<file path="src/rtl/psn_pkg.sv">
package psn_pkg;
  // Width of a counter that must hold values 0..n
  function automatic int cnt_bits(input int n);
    return (n < 1) ? 1 : $clog2(n + 1);
  endfunction
endpackage

</file>
<file path="src/rtl/psn_ii_timer.sv">
module psn_ii_timer #(
  parameter int TII = 10
) (
  input  logic clk,
  input  logic rst_n,
  input  logic start,
  output logic idle
);
  localparam int CW = psn_pkg::cnt_bits(TII);

  logic [CW-1:0] cnt_q;

  always_ff @(posedge clk or negedge rst_n) begin
    if (!rst_n)              cnt_q <= '0;
    else if (start)          cnt_q <= CW'(TII - 1);
    else if (cnt_q != '0)    cnt_q <= cnt_q - 1'b1;
  end

  assign idle = (cnt_q == '0);

  AST_TIMER_RESTART_IDLE: assert property (@(posedge clk) disable iff (!rst_n)
    start |-> idle) else $error("restart while pacing window open");
endmodule

</file>
<file path="src/rtl/psn_sqr_iter.sv">
module psn_sqr_iter #(
  parameter int W   = 6,
  parameter int LAT = 8
) (
  input  logic         clk,
  input  logic         rst_n,
  input  logic         start,
  input  logic [W-1:0] din,
  output logic         done,
  output logic [2*W-1:0] prod
);
  localparam int LW = psn_pkg::cnt_bits(LAT);
  localparam int PW = 2 * W;

  logic [LW-1:0] lat_q;
  logic [PW-1:0] acc_q, mcand_q;
  logic [W-1:0]  mplier_q;
  logic [PW-1:0] acc_step;

  // one shift-add step per busy cycle; extra cycles add zero
  assign acc_step = acc_q + (mplier_q[0] ? mcand_q : '0);

  always_ff @(posedge clk or negedge rst_n) begin
    if (!rst_n) begin
      lat_q    <= '0;
      acc_q    <= '0;
      mcand_q  <= '0;
      mplier_q <= '0;
    end else if (start) begin
      lat_q    <= LW'(LAT);
      acc_q    <= '0;
      mcand_q  <= PW'(din);
      mplier_q <= din;
    end else if (lat_q != '0) begin
      lat_q    <= lat_q - 1'b1;
      acc_q    <= acc_step;
      mcand_q  <= mcand_q << 1;
      mplier_q <= mplier_q >> 1;
    end
  end

  assign done = (lat_q == LW'(1));
  assign prod = acc_step;

  AST_NO_START_WHILE_BUSY: assert property (@(posedge clk) disable iff (!rst_n)
    start |-> (lat_q == '0) || done) else $error("operand taken mid-computation");
endmodule

</file>
<file path="src/rtl/psn_out_reg.sv">
module psn_out_reg #(
  parameter int DW = 12
) (
  input  logic          clk,
  input  logic          rst_n,
  input  logic          load,
  input  logic [DW-1:0] din,
  input  logic          out_ready,
  output logic          out_valid,
  output logic [DW-1:0] out_data
);
  always_ff @(posedge clk or negedge rst_n) begin
    if (!rst_n) begin
      out_valid <= 1'b0;
      out_data  <= '0;
    end else if (load) begin
      out_valid <= 1'b1;
      out_data  <= din;
    end else if (out_valid && out_ready) begin
      out_valid <= 1'b0;
    end
  end

  AST_NO_OVERWRITE: assert property (@(posedge clk) disable iff (!rst_n)
    load |-> !out_valid) else $error("held result overwritten");
  AST_HOLD_RESULT: assert property (@(posedge clk) disable iff (!rst_n)
    (out_valid && !out_ready) |=> (out_valid && $stable(out_data))) else $error("result not held");
endmodule

</file>
<file path="src/rtl/psn_drop_ctr.sv">
module psn_drop_ctr #(
  parameter int CW = 16
) (
  input  logic          clk,
  input  logic          rst_n,
  input  logic          inc,
  output logic [CW-1:0] count
);
  always_ff @(posedge clk or negedge rst_n) begin
    if (!rst_n)   count <= '0;
    else if (inc) count <= count + 1'b1;
  end

  AST_DROP_STEP: assert property (@(posedge clk) disable iff (!rst_n)
    inc |=> (count == $past(count) + 1'b1)) else $error("drop not counted");
endmodule

</file>
<file path="src/rtl/paced_square_node.sv">
module paced_square_node #(
  parameter int W   = 6,
  parameter int LAT = 8,
  parameter int TII = 10,
  parameter int CW  = 16
) (
  input  logic           clk,
  input  logic           rst_n,
  input  logic           in_valid,
  output logic           in_ready,
  input  logic [W-1:0]   in_data,
  output logic           out_valid,
  input  logic           out_ready,
  output logic [2*W-1:0] out_data,
  output logic [CW-1:0]  drop_count
);
  localparam int DW  = 2 * W;
  localparam int SAT = TII + LAT;
  localparam int SW  = psn_pkg::cnt_bits(SAT);

  logic take, drop, ii_idle, calc_done;
  logic [DW-1:0] calc_prod;

  assign in_ready = ii_idle && !out_valid;
  assign take     = in_valid && in_ready;
  assign drop     = in_valid && !in_ready;

  psn_ii_timer #(.TII(TII)) u_pace (
    .clk(clk), .rst_n(rst_n), .start(take), .idle(ii_idle)
  );

  psn_sqr_iter #(.W(W), .LAT(LAT)) u_calc (
    .clk(clk), .rst_n(rst_n), .start(take), .din(in_data),
    .done(calc_done), .prod(calc_prod)
  );

  psn_out_reg #(.DW(DW)) u_hold (
    .clk(clk), .rst_n(rst_n), .load(calc_done), .din(calc_prod),
    .out_ready(out_ready), .out_valid(out_valid), .out_data(out_data)
  );

  psn_drop_ctr #(.CW(CW)) u_drops (
    .clk(clk), .rst_n(rst_n), .inc(drop), .count(drop_count)
  );

  // independent edge counter since last acceptance, for timing checks
  logic [SW-1:0] since_q;
  always_ff @(posedge clk or negedge rst_n) begin
    if (!rst_n)                    since_q <= SW'(SAT);
    else if (take)                 since_q <= '0;
    else if (since_q != SW'(SAT))  since_q <= since_q + 1'b1;
  end

  AST_MIN_SPACING: assert property (@(posedge clk) disable iff (!rst_n)
    take |-> (since_q >= SW'(TII - 1))) else $error("accept interval too short");
  AST_FIXED_LATENCY: assert property (@(posedge clk) disable iff (!rst_n)
    $rose(out_valid) |-> (since_q == SW'(LAT))) else $error("latency mismatch");
  AST_BLOCK_WHILE_HELD: assert property (@(posedge clk) disable iff (!rst_n)
    out_valid |-> !in_ready) else $error("ready while result held");
endmodule

</file>
<file path="config.mk">
export PLATFORM = sky130hd
export DESIGN_NAME = paced_square_node
export DESIGN_NICKNAME = d
export VERILOG_FILES = /design/src/rtl/psn_pkg.sv /design/src/rtl/psn_ii_timer.sv /design/src/rtl/psn_sqr_iter.sv /design/src/rtl/psn_out_reg.sv /design/src/rtl/psn_drop_ctr.sv /design/src/rtl/paced_square_node.sv
export SDC_FILE = /design/constraint.sdc
export NUM_CORES = 1
export LEC_CHECK = 0
export BUFFER_PORTS_ARGS = -buffer_cell sky130_fd_sc_hd__buf_2
export CAP_MARGIN = 25
export CORE_MARGIN = 2
export CORE_UTILIZATION = 48
export CTS_CLUSTER_DIAMETER = 200
export DETAILED_ROUTE_END_ITERATION = 8
export GPL_ROUTABILITY_DRIVEN = 0
export PLACE_DENSITY_LB_ADDON = 0.05
export SETUP_SLACK_MARGIN = 0.05
export SLEW_MARGIN = 15
export SYNTH_ARGS = -nofsm -noshare
export SYNTH_HDL_FRONTEND = slang
export SYNTH_SLANG_ARGS = --single-unit
</file>
<file path="constraint.sdc">
create_clock -name clk -period 3.7 [get_ports clk]
set_input_delay 0.925 -clock clk [delete_from_list [all_inputs] [get_ports clk]]
set_output_delay 0.925 -clock clk [all_outputs]
set_load 0.1 [all_outputs]
</file>
==> results.txt <==
Status: finished clean
Vias in the first global route: 2427
WS Path Type: register to primary output
P per Cell Area: 949 mW/mm^2
Core footprint: 0.00683 sq mm
Final WS setup: 0.770 ns
Nature of the critical path endpoint: primary output
Post-synth top cells: dfrtp_1 (67), nand2_1 (67), nor2_1 (25)
Sink Count: 67
Layout area overhead: 15.5%
H-tree Lvls: 3
Max-slew violation count: 0
Max Cap Violations: 0
Worst path slowest cell: or4b_4
Crit Path Max Fanout: 4
Die area: 0.00781 sq mm
TritonCTS clock tree: done
Clock transition at path regs: 0.08 ns
Standard-cell rows: 30
IO Port Bufs: 39
Cells resized by post-CTS repair: 0
Number of buffers created by CTS: 9
WL/cell: 13.6 um
Max VDD drop: 0.505 mV
Gate count after technology mapping: 357
Max Clock Freq: 341 MHz
Layout Cells excl Fill: 497
Post-synthesis register bit count: 67
Dpl ws: 1.12 ns
Pin count of the biggest net entering global routing: 68
Initial Util: 50.0%
Hold Violations, Final: 0
Layout cell share with drive strength beyond 1: 18.5%
Post-synth top area cell: dfrtp_1
Synth Flop Type: dfrtp_1
GRT overflow: 0
Initial antenna violation count: 0
Detailed Place HPWL: 4550 um
Startpoint types: register
Unrepaired setup endpoints after global routing: no
Setup bufs post-CTS: 0
Dpl cells: 481
Antenna diodes: 0
Worst path arrival time: 2.01 ns
Min Tclk post-route: 2.93 ns
Post-synth EDFFs: 0
I/O pin count: 40
Netlist Area Pre-Place: 0.00342 sq mm
Bufs on Longest Clock Path: 2
Final Power: 3.74 mW
Hold WC Path Type: register to register
Unique masters post-synth: 40
Clock insertion delay at the later pin of the skew report: 0.33 ns
Ys async rst share: 100%
Vias: 2572
Leak: 1.89 nW
Post-Syn Nets: 385
Crit-path cells: inv_1 -> ha_1 -> or4b_4 -> inv_2 -> buf_2
First-pass DRT Iterations: 5
Number of remaining DRC errors: 0
Sequential area share after synthesis: 49.1%
Worst EP required: 2.77 ns
Vert. Die Dim: 88.4 um
Syn. warnings: 0
Clock Skews: 0.00988 ns
First-pass GRT wire length: 11300 um
Final wirelength: 6770 um
Die width: 88.4 um
Hold slack: 0.463 ns
Detail Route Antenna Nets: 0
Avg Cell Area, Syn: 9.57 sq um
Final #Nets: 424
Max stage delay on crit path: 0.49 ns
CP top delay family: buffers and inverters
Synth top area share: 49.1%
Period utilisation layout: 79.2%
Vias per cell: 5.18
Fill count: 637
Synth top area cells: dfrtp_1 (49%), nand2_1 (7.4%), ha_1 (6.2%)
CTS root buf: clkbuf_8
DRC marker count from the first detailed-route iteration: 129
CP Buf/Inv Count: 3
Cts hold-fix bufs: 0
Overall global routing resource usage: 18.6%
Final setup fails: 0
Relative slew slack: 44.0%
Setup TNS: 0 ns
Worst Max-Slew Pin Slew: 0.840 ns
[placed cells by master (no fill, tap or decap), types with 2 or more instances in the layout]
master,count
nor3b_1,2
dfrtp_1,67
nand4_1,3
and2_1,13
nor2_1,25
buf_4,4
inv_1,10
xnor2_1,23
nor2b_1,3
clkbuf_8,10
mux2i_1,2
a31oi_1,8
a21oi_1,20
bufinv_16,3
and3_1,3
o211ai_1,2
mux2_2,7
ha_1,17
o21a_1,2
nor3_1,8
a211oi_1,3
nand3_1,13
buf_2,39
xor2_1,7
o21ai_0,21
nand2_1,67
nand3_2,2
[worst paths after layout]
check | from | end | slack [ns] | depth (start not counted)
max in group asynchronous | rst_n | u_calc.mcand_q[3] | 2.37 | 2
hold reg to reg | u_drops.count[15] | u_drops.count[15] | 0.46 | 1
hold / removal | u_drops.count[15] | u_drops.count[15] | 0.46 | 1
setup reg to reg | u_calc.mplier_q[0] | u_hold.out_data[11] | 1.20 | 8
setup / recovery | u_pace.cnt_q[0] | in_ready | 0.77 | 5
min in group asynchronous | rst_n | u_hold.out_data[7] | 0.76 | 2
[sequential cells by signal, summed over array words and instances (netlist names)]
register	count
u_drops.count	16
u_calc.acc_q	12
u_calc.mcand_q	12
u_hold.out_data	12
u_calc.mplier_q	6
u_calc.lat_q	4
u_pace.cnt_q	4
u_hold.out_valid	1
[metrics by stage]
step,util [%],instance area (sq um)
after global routing,57.8,3950
after detailed placement,54.1,3700
after floorplan,-,3420
final,57.8,3950
after CTS,57.8,3950
after global placement,54.1,3700
[power by group]
group          switching (mW)  internal [mW]
clock network           0.283          0.468
logic                    1.29          0.500
registers               0.196           1.01
total                    1.77           1.98
[final cells by class]
class                           count  area [sq um]  area share (%)
Inverter                           11          41.3            1.05
Clock inverter                      6           111            2.82
Clock buffer                       10           138            3.49
Timing Repair Buffer               43           225            5.71
Tap cell                           96           120            3.04
Sequential cell                    67          1680            42.5
Multi-Input combinational cell    264          1630            41.4
[metal layers]
layer | GRT usage [%] | share of wire (%) | vias to the layer above
met1 | 25.4 | 50 | 1247
met5 | 0 | 0 | -
met2 | 30.6 | 47 | 42
li1 | - | - | 1281
met4 | 5.37 | 0.22 | 0
met3 | 3.36 | 2.6 | 2
[logic make-up (layout without fill, tap and decap cells)]
group | Yosys count | in the layout | share of synthesized area (%)
flops | 67 | 67 | 49.1
xor+xnor | 30 | 30 | 7.69
mux | 9 | 9 | 2.89
buf+inv | 26 | 70 | 3.08
fa+ha+maj | 18 | 18 | 6.81
simple gates | 145 | 145 | 20.0
compound gates | 62 | 62 | 10.4
Power figures use the tool's default switching activity.
